`config.mk`:
```
export PLATFORM = sky130hd
export DESIGN_NAME = pcicfg_target
export DESIGN_NICKNAME = d
export VERILOG_FILES = /design/src/rtl/pcicfg_pkg.sv /design/src/rtl/pcicfg_status.sv /design/src/rtl/pcicfg_bar.sv /design/src/rtl/pcicfg_caplist.sv /design/src/rtl/pcicfg_target.sv
export SDC_FILE = /design/constraint.sdc
export NUM_CORES = 1
export LEC_CHECK = 0
export BUFFER_PORTS_ARGS = -buffer_cell sky130_fd_sc_hd__buf_2
export CAP_MARGIN = 5
export CORE_UTILIZATION = 50
export DETAILED_ROUTE_END_ITERATION = 16
export PLACE_DENSITY_LB_ADDON = 0.12
export SKIP_LAST_GASP = 1
export SLEW_MARGIN = 20
export SYNTH_ARGS = -nofsm -noshare
export SYNTH_HDL_FRONTEND = slang
export SYNTH_HIERARCHICAL = 1
export SYNTH_SLANG_ARGS = --single-unit
```
`constraint.sdc`:
```
create_clock -name clk -period 1.9 [get_ports clk]
set_input_delay 0.095 -clock clk [delete_from_list [all_inputs] [get_ports clk]]
set_output_delay 0.095 -clock clk [all_outputs]
set_load 0.02 [all_outputs]
```
`src/rtl/pcicfg_pkg.sv`:
```
package pcicfg_pkg;

   localparam int IDX_W       = 6;
   localparam int BAR_SLOTS   = 6;
   localparam int STICKY_BITS = 6;
   localparam int MAX_CAPS    = 8;

   localparam logic [IDX_W-1:0] DW_IDENT   = 6'd0;
   localparam logic [IDX_W-1:0] DW_CMDSTAT = 6'd1;
   localparam logic [IDX_W-1:0] DW_CLASS   = 6'd2;
   localparam logic [IDX_W-1:0] DW_MISC    = 6'd3;
   localparam logic [IDX_W-1:0] DW_BAR0    = 6'd4;
   localparam logic [IDX_W-1:0] DW_CAPPTR  = 6'd13;
   localparam logic [IDX_W-1:0] DW_INTR    = 6'd15;

   // status bit position driven by sticky slot k
   function automatic int sticky_pos(input int k);
      case (k)
         0: return 8;
         1: return 11;
         2: return 12;
         3: return 13;
         4: return 14;
         default: return 15;
      endcase
   endfunction

endpackage

```
`src/rtl/pcicfg_status.sv`:
```
module pcicfg_status
   import pcicfg_pkg::*;
#(
   parameter bit         CAP_PRESENT = 1'b1,
   parameter logic [1:0] DEVSEL      = 2'b01,
   parameter bit         FAST_B2B    = 1'b0,
   parameter bit         MHZ66       = 1'b0
) (
   input  logic                   clk,
   input  logic                   rst_n,
   input  logic                   wr_en,
   input  logic [15:0]            wr_bits,
   input  logic [STICKY_BITS-1:0] evt,
   input  logic                   irq_pend,
   output logic [15:0]            status
);

   logic [STICKY_BITS-1:0] sticky_q;
   logic                   unused_wbits;

   assign unused_wbits = ^{wr_bits[10:9], wr_bits[7:0]};

   for (genvar k = 0; k < STICKY_BITS; k++) begin : g_sticky
      localparam int POS = sticky_pos(k);

      always_ff @(posedge clk) begin
         if (!rst_n)
            sticky_q[k] <= 1'b0;
         else if (evt[k])
            sticky_q[k] <= 1'b1;
         else if (wr_en && wr_bits[POS])
            sticky_q[k] <= 1'b0;
      end

      assert_set_wins_R6: assert property (@(posedge clk) disable iff (!rst_n)
         evt[k] |=> status[POS]);
      assert_w1c_clear_R5: assert property (@(posedge clk) disable iff (!rst_n)
         (wr_en && wr_bits[POS] && !evt[k]) |=> !status[POS]);
      assert_w1c_hold_R5: assert property (@(posedge clk) disable iff (!rst_n)
         (!evt[k] && !(wr_en && wr_bits[POS])) |=> status[POS] == $past(status[POS]));
   end

   always_comb begin
      status      = '0;
      status[10:9] = DEVSEL;
      status[7]   = FAST_B2B;
      status[5]   = MHZ66;
      status[4]   = CAP_PRESENT;
      status[3]   = irq_pend;
      for (int k = 0; k < STICKY_BITS; k++)
         status[sticky_pos(k)] = sticky_q[k];
   end

endmodule

```
`src/rtl/pcicfg_bar.sv`:
```
module pcicfg_bar #(
   parameter bit IS_IO    = 1'b0,
   parameter bit PREFETCH = 1'b0,
   parameter int SZ_LOG2  = 12
) (
   input  logic        clk,
   input  logic        rst_n,
   input  logic        wr_en,
   input  logic [31:0] wdata,
   output logic [31:0] value
);

   localparam int LOW_MIN = IS_IO ? 2 : 4;

   if (SZ_LOG2 < LOW_MIN || SZ_LOG2 > 31) begin : g_bad_size
      $error("pcicfg_bar: SZ_LOG2 outside the range allowed for this BAR type");
   end

   logic [31:SZ_LOG2] base_q;
   logic [3:0]        type_bits;
   logic              unused_low;

   assign unused_low = ^wdata[SZ_LOG2-1:0];

   if (IS_IO) begin : g_io
      assign type_bits = 4'b0001;
   end else begin : g_mem
      assign type_bits = {PREFETCH, 3'b000};
   end

   always_ff @(posedge clk) begin
      if (!rst_n)
         base_q <= '0;
      else if (wr_en)
         base_q <= wdata[31:SZ_LOG2];
   end

   always_comb begin
      value              = '0;
      value[31:SZ_LOG2]  = base_q;
      value[3:0]         = value[3:0] | type_bits;
   end

   assert_probe_R9: assert property (@(posedge clk) disable iff (!rst_n)
      wr_en |=> value[31:SZ_LOG2] == $past(wdata[31:SZ_LOG2]));
   assert_bar_hold_R9: assert property (@(posedge clk) disable iff (!rst_n)
      !wr_en |=> $stable(value));

endmodule

```
`src/rtl/pcicfg_caplist.sv`:
```
module pcicfg_caplist
   import pcicfg_pkg::*;
#(
   parameter int                    NUM_CAPS   = 2,
   parameter logic [7:0]            CAP_BASE   = 8'h40,
   parameter logic [7:0]            CAP_STRIDE = 8'h08,
   parameter logic [MAX_CAPS*8-1:0] CAP_IDS    = 64'h0905
) (
   input  logic             clk,
   input  logic             rst_n,
   input  logic             wr_en,
   input  logic [IDX_W-1:0] idx,
   input  logic [31:0]      wdata,
   output logic             hit,
   output logic [31:0]      rd_val,
   output logic [7:0]       first_ptr
);

   localparam int BASE_DW   = int'(CAP_BASE) / 4;
   localparam int STRIDE_DW = int'(CAP_STRIDE) / 4;

   if (NUM_CAPS < 0 || NUM_CAPS > MAX_CAPS) begin : g_bad_count
      $error("pcicfg_caplist: NUM_CAPS out of range");
   end
   if (NUM_CAPS > 0 && (CAP_BASE < 8'h40 || CAP_BASE[1:0] != 2'b00 ||
       CAP_STRIDE < 8'h08 || CAP_STRIDE[1:0] != 2'b00 ||
       int'(CAP_BASE) + NUM_CAPS * int'(CAP_STRIDE) > 256)) begin : g_bad_layout
      $error("pcicfg_caplist: capability layout does not fit the device region");
   end

   if (NUM_CAPS == 0) begin : g_none
      logic unused_in;
      assign unused_in = ^{clk, rst_n, wr_en, idx, wdata};
      assign hit       = 1'b0;
      assign rd_val    = '0;
      assign first_ptr = 8'h00;
   end else begin : g_list
      logic        ent_hit [NUM_CAPS];
      logic [31:0] ent_val [NUM_CAPS];

      assign first_ptr = {CAP_BASE[7:2], 2'b00};

      for (genvar k = 0; k < NUM_CAPS; k++) begin : g_ent
         localparam logic [IDX_W-1:0] HDR_DW  = IDX_W'(BASE_DW + k * STRIDE_DW);
         localparam logic [IDX_W-1:0] BODY_DW = IDX_W'(BASE_DW + k * STRIDE_DW + 1);
         localparam logic [7:0]       NEXT    = (k == NUM_CAPS - 1) ? 8'h00 :
                                                8'(int'(CAP_BASE) + (k + 1) * int'(CAP_STRIDE));
         localparam logic [7:0]       ID      = CAP_IDS[k*8 +: 8];

         logic [31:0] body_q;

         always_ff @(posedge clk) begin
            if (!rst_n)
               body_q <= '0;
            else if (wr_en && idx == BODY_DW)
               body_q <= wdata;
         end

         assign ent_hit[k] = (idx == HDR_DW) || (idx == BODY_DW);
         assign ent_val[k] = (idx == HDR_DW)  ? {16'h0000, NEXT[7:2], 2'b00, ID} :
                             (idx == BODY_DW) ? body_q : 32'h0;

         assert_body_rw_R11: assert property (@(posedge clk) disable iff (!rst_n)
            (wr_en && idx == BODY_DW) |=> body_q == $past(wdata));
      end

      always_comb begin
         hit    = 1'b0;
         rd_val = '0;
         for (int k = 0; k < NUM_CAPS; k++) begin
            hit    = hit | ent_hit[k];
            rd_val = rd_val | ent_val[k];
         end
      end
   end

endmodule

```
`src/rtl/pcicfg_target.sv`:
```
module pcicfg_target
   import pcicfg_pkg::*;
#(
   parameter logic [15:0]           VENDOR_ID   = 16'h1D0C,
   parameter logic [15:0]           DEVICE_ID   = 16'h5A31,
   parameter logic [7:0]            REVISION    = 8'h02,
   parameter logic [23:0]           CLASS_CODE  = 24'h018000,
   parameter logic [7:0]            HEADER_TYPE = 8'h00,
   parameter logic [7:0]            INT_PIN     = 8'h01,
   parameter logic [15:0]           CMD_WMASK   = 16'h0547,
   parameter logic [1:0]            DEVSEL      = 2'b01,
   parameter logic [BAR_SLOTS-1:0]  BAR_EN      = 6'b000111,
   parameter logic [BAR_SLOTS-1:0]  BAR_IO      = 6'b000010,
   parameter logic [BAR_SLOTS-1:0]  BAR_PF      = 6'b000100,
   parameter logic [BAR_SLOTS*5-1:0] BAR_SZ     = {5'd4, 5'd4, 5'd4, 5'd20, 5'd5, 5'd12},
   parameter int                    NUM_CAPS    = 2,
   parameter logic [7:0]            CAP_BASE    = 8'h40,
   parameter logic [7:0]            CAP_STRIDE  = 8'h08,
   parameter logic [MAX_CAPS*8-1:0] CAP_IDS     = 64'h0905
) (
   input  logic                   clk,
   input  logic                   rst_n,
   input  logic [IDX_W-1:0]       cfg_idx,
   input  logic                   cfg_wr,
   input  logic                   cfg_rd,
   input  logic [31:0]            cfg_wdata,
   output logic [31:0]            cfg_rdata,
   input  logic [STICKY_BITS-1:0] stat_evt,
   input  logic                   irq_pend
);

   if (CMD_WMASK[15:11] != 5'b0) begin : g_bad_cmd
      $error("pcicfg_target: CMD_WMASK reaches reserved command bits");
   end

   logic [15:0] cmd_q;
   logic [7:0]  cline_q, lat_q, int_line_q;
   logic [15:0] status_w;
   logic [31:0] bar_val [BAR_SLOTS];
   logic        cap_hit;
   logic [31:0] cap_val;
   logic [7:0]  cap_first;
   logic [31:0] rd_mux;
   logic [2:0]  bar_sel;

   // ---------------- command and misc header registers ----------------
   always_ff @(posedge clk) begin
      if (!rst_n) begin
         cmd_q      <= '0;
         cline_q    <= '0;
         lat_q      <= '0;
         int_line_q <= '0;
      end else if (cfg_wr) begin
         if (cfg_idx == DW_CMDSTAT) cmd_q <= cfg_wdata[15:0] & CMD_WMASK;
         if (cfg_idx == DW_MISC) begin
            cline_q <= cfg_wdata[7:0];
            lat_q   <= cfg_wdata[15:8];
         end
         if (cfg_idx == DW_INTR) int_line_q <= cfg_wdata[7:0];
      end
   end

   // ---------------- status ----------------
   pcicfg_status #(
      .CAP_PRESENT(NUM_CAPS > 0),
      .DEVSEL     (DEVSEL),
      .FAST_B2B   (1'b0),
      .MHZ66      (1'b0)
   ) u_status (
      .clk     (clk),
      .rst_n   (rst_n),
      .wr_en   (cfg_wr && cfg_idx == DW_CMDSTAT),
      .wr_bits (cfg_wdata[31:16]),
      .evt     (stat_evt),
      .irq_pend(irq_pend),
      .status  (status_w)
   );

   // ---------------- base address registers ----------------
   for (genvar i = 0; i < BAR_SLOTS; i++) begin : g_bar
      localparam logic [IDX_W-1:0] MY_DW = DW_BAR0 + IDX_W'(i);
      if (BAR_EN[i]) begin : g_on
         localparam int         LOW  = BAR_IO[i] ? 2 : 4;
         localparam logic [3:0] TYPE = BAR_IO[i] ? 4'b0001 : {BAR_PF[i], 3'b000};

         pcicfg_bar #(
            .IS_IO   (BAR_IO[i]),
            .PREFETCH(BAR_PF[i]),
            .SZ_LOG2 (int'(BAR_SZ[i*5 +: 5]))
         ) u_bar (
            .clk  (clk),
            .rst_n(rst_n),
            .wr_en(cfg_wr && cfg_idx == MY_DW),
            .wdata(cfg_wdata),
            .value(bar_val[i])
         );

         assert_bar_type_R7_R8: assert property (@(posedge clk) disable iff (!rst_n)
            (cfg_rd && cfg_idx == MY_DW) |=> cfg_rdata[LOW-1:0] == TYPE[LOW-1:0]);
      end else begin : g_off
         assign bar_val[i] = '0;
      end
   end

   // ---------------- capability list ----------------
   pcicfg_caplist #(
      .NUM_CAPS  (NUM_CAPS),
      .CAP_BASE  (CAP_BASE),
      .CAP_STRIDE(CAP_STRIDE),
      .CAP_IDS   (CAP_IDS)
   ) u_caps (
      .clk      (clk),
      .rst_n    (rst_n),
      .wr_en    (cfg_wr),
      .idx      (cfg_idx),
      .wdata    (cfg_wdata),
      .hit      (cap_hit),
      .rd_val   (cap_val),
      .first_ptr(cap_first)
   );

   // ---------------- read path ----------------
   assign bar_sel = 3'(cfg_idx - DW_BAR0);

   always_comb begin
      rd_mux = '0;
      case (cfg_idx)
         DW_IDENT:   rd_mux = {DEVICE_ID, VENDOR_ID};
         DW_CMDSTAT: rd_mux = {status_w, cmd_q};
         DW_CLASS:   rd_mux = {CLASS_CODE, REVISION};
         DW_MISC:    rd_mux = {8'h00, HEADER_TYPE, lat_q, cline_q};
         DW_CAPPTR:  rd_mux = {24'h0, cap_first};
         DW_INTR:    rd_mux = {16'h0, INT_PIN, int_line_q};
         default: begin
            if (cfg_idx >= DW_BAR0 && cfg_idx < DW_BAR0 + 6'(BAR_SLOTS))
               rd_mux = bar_val[bar_sel];
            else if (cap_hit)
               rd_mux = cap_val;
         end
      endcase
   end

   always_ff @(posedge clk) begin
      if (!rst_n)
         cfg_rdata <= '0;
      else if (cfg_rd)
         cfg_rdata <= rd_mux;
   end

   assert_ident_ro_R2: assert property (@(posedge clk) disable iff (!rst_n)
      (cfg_rd && cfg_idx == DW_IDENT) |=> cfg_rdata == {DEVICE_ID, VENDOR_ID});
   assert_cmd_mask_R4: assert property (@(posedge clk) disable iff (!rst_n)
      (cfg_rd && cfg_idx == DW_CMDSTAT) |=> (cfg_rdata[15:0] & ~CMD_WMASK) == 16'h0);
   assert_capptr_R10: assert property (@(posedge clk) disable iff (!rst_n)
      (cfg_rd && cfg_idx == DW_CAPPTR) |=> (cfg_rdata[1:0] == 2'b00 && cfg_rdata[31:8] == 24'h0));
   assert_rdata_hold_R3: assert property (@(posedge clk) disable iff (!rst_n)
      !cfg_rd |=> $stable(cfg_rdata));

endmodule

```
==> flow_summary.json <==
{
  "rsz0062_at_grt": "no",
  "syn_inst": 1037,
  "max_stage_delay_ps": 560,
  "synthTopCellsByArea": "dfxtp_1 40%, mux2i_1 16%, nand2_1 6.3%",
  "cts_setup_buffers": 0,
  "dr.pass1.iters": 5,
  "ys_types": 58,
  "dp_cells": 1319,
  "drtAntennaViolNets": 0,
  "htreeDepth": 4,
  "cts.sinks": 191,
  "dieArea_um2": 19800,
  "via_count": 7624,
  "drv_slew": 0,
  "final_cells": 1388,
  "clkTransAtPathRegs_ps": 70,
  "core_area_um2": 18800,
  "hold_class": "input port to flip-flop",
  "placed_cell_area_um2": 10300,
  "start_util": 0.513,
  "path_cells": "buf_2 > or4b_1 > inv_2 > inv_1 > o31ai_4 > buf_4 > a221oi_1 > a311oi_1 > a31o_1",
  "grt_pass1_wl_um": 40100,
  "ys_ff_latch": 191,
  "ys.flop_type": "dfxtp_1",
  "design_area_um2": 11300,
  "area_growth_pct": 17.0,
  "crit_arrival_ps": 1930,
  "ys_warn_count": 6,
  "critPathCaptureType": "flip-flop",
  "antenna_found_initial": 0,
  "power_leakage_uw": 0.00451,
  "syn_area_per_cell_um2": 9.29,
  "routed_wirelength_um": 25200,
  "synth_area_um2": 9630,
  "fin_crit_ps": 1550,
  "critPathSlowestCell": "or4b_1",
  "post-dp-hpwl_um": 16800,
  "min_period_over_period": 0.815,
  "synth_edf_count": 0,
  "finalSetupViolCount": 0,
  "gp_congestion": 0.783,
  "grt_util_all_layers": 0.262,
  "fmax_mhz": 645,
  "drtIter0Drc": 378,
  "final_hold_viol_count": 0,
  "die_y_um": 141,
  "critical_path_class": "input port to flip-flop",
  "cpLargestDelayFamily": "compound AO/OA/AOI/OAI gates",
  "post-route-util": 0.600,
  "cts_tree": "yes",
  "cts_made_buffers": 17,
  "grt-ovfl-total": 0,
  "drc_errors": 0,
  "worstSkewPairLatency_ps": 440,
  "port_buffers": 80,
  "finalSetupTns_ps": 0,
  "clockBufferDepth": 2,
  "start_kind": "input port",
  "worstPathRequired_ps": 2280,
  "layout.nets": 1190,
  "pin_count": 81,
  "synth_top_area_frac": 0.397,
  "final.setup_skew_ps": 7.02,
  "yosysTopAreaCell": "dfxtp_1",
  "async_flop_share": 0,
  "whs_ps": 24.8,
  "ctsRootBufferMaster": "clkbuf_16",
  "maxCapViolCount": 0,
  "path_max_fanout": 8,
  "wire_per_inst_um": 18.2,
  "diodes": 0,
  "drt-vias-per-instance": 5.49,
  "grt_max_degree": 70,
  "status": "completed",
  "seq_area_frac_synth": 0.397,
  "rows": 50,
  "worst_ir_drop_vdd_mv": 0.704,
  "power_density_nw_per_um2": 771,
  "die_w_um": 141,
  "path_buf_inv": 4,
  "first_global_vias": 7313,
  "layout-drive-gt1-share": 0.166
}
where the power goes:
part	leakage, uW	internal [uW]	switching (uW)
clock	0.000305	2050	1740
sequential	0.00155	4050	34.7
combinational	0.00266	332	484
layout by cell type, fill, tap and decap left out, types with 3 or more instances in the layout:
cell type | synthesis | layout
a311oi_1 | 3 | 3
a32o_1 | 5 | 5
nand2_1 | 161 | 161
a221oi_1 | 7 | 7
buf_4 | 62 | 47
nand3_1 | 35 | 35
inv_6 | 0 | 3
mux2i_1 | 152 | 152
a21boi_0 | 30 | 30
a21oi_1 | 22 | 22
buf_2 | 21 | 79
o211a_1 | 20 | 20
a211o_1 | 4 | 4
dlygate4sd3_1 | 0 | 37
nor2b_1 | 65 | 64
o2bb2ai_1 | 22 | 22
inv_1 | 15 | 15
buf_12 | 2 | 15
dfxtp_1 | 191 | 191
o21bai_1 | 3 | 3
a22oi_1 | 28 | 28
o211ai_1 | 10 | 10
clkbuf_16 | 0 | 17
o21ai_1 | 19 | 19
conb_1 | 9 | 54
a31oi_1 | 10 | 10
a22o_1 | 29 | 29
o21ai_0 | 19 | 19
inv_8 | 0 | 4
path summary, 6_finish.rpt:
check,start,end,slack [ps],cells after the start
max reg2reg,g_bar[1].g_on.u_bar/base_q[8]$_SDFFE_PN0P_,cfg_rdata[8]$_SDFFE_PN0P_,660,5
min reg2reg,u_caps/g_list.g_ent[0].body_q[24]$_SDFFE_PN0P_,u_caps/g_list.g_ent[0].body_q[24]$_SDFFE_PN0P_,460,2
min,rst_n,g_bar[0].g_on.u_bar/base_q[24]$_SDFFE_PN0P_,20,2
max,cfg_idx[5],cfg_rdata[8]$_SDFFE_PN0P_,350,9
synthesized netlist by cell type (all sizes together), types with 4 or more instances:
cell,n
nand2,161
inv,16
o211ai,10
a22o,29
clkbuf,40
conb,9
a22oi,28
o21ai,38
a21oi,22
nand3,36
o2bb2ai,22
o211a,20
mux2i,152
a211o,4
buf,99
a21boi,30
a32o,5
a221oi,7
nor2b,65
a31oi,10
dfxtp,191
state kept, by name, summed over array words and instances (netlist names):
signal	cells
lat_q	8
cfg_rdata	32
g_bar.g_on.u_bar/base_q	59
int_line_q	8
cmd_q	6
u_status/status	6
cline_q	8
u_caps/g_list.g_ent.body_q	64
per-layer routing:
| layer | wire (um) | track usage | part of all wire |
|---|---|---|---|
| met3 | 1010 | 0.0425 | 0.040 |
| met5 | 0 | 0 | 0 |
| met2 | 12200 | 0.446 | 0.48 |
| met1 | 11600 | 0.339 | 0.46 |
| met4 | 403 | 0.0847 | 0.016 |
area by class of cell:
type | count | area [um2]
well taps | 234 | 293
flip-flops and latches | 191 | 3820
fillers | 1679 | 7500
clock inverters | 14 | 189
inverters | 16 | 60.1
repair buffers | 179 | 1430
clock buffers | 18 | 439
multi-input cells | 736 | 5030
what timing repair did:
item,in CTS,in global routing
gates resized for setup,0,0
hold buffers,37,0
hold endpoints to repair,132,0
per-stage QoR:
step | worst slack [ps] | power (uW)
4_1_cts | 347 | 8760
2_1_floorplan | 25.6 | 4690
3_5_place_dp | -67.2 | 4930
6_report | 351 | 8690
3_3_place_gp | -57.8 | 4930
5_1_grt | 240 | 8980
worst register-to-register path, cell delays in order (launching register included):
cell	delay [ps]
dfxtp_1	320
mux2i_1	120
o21ai_0	120
a221oi_1	310
a311oi_1	80
a31o_1	190
cell families (layout without fill, tap and decap cells):
family / Yosys count / count (layout) / synth area share
other: 9 / 54 / 0.00351
buffers and inverters: 155 / 227 / 0.100
multiplexers: 152 / 152 / 0.158
AO/OA/AOI/OAI: 241 / 241 / 0.192
flip-flops: 191 / 191 / 0.397
AND/OR/NAND/NOR: 289 / 289 / 0.150
Power figures use the tool's default switching activity.
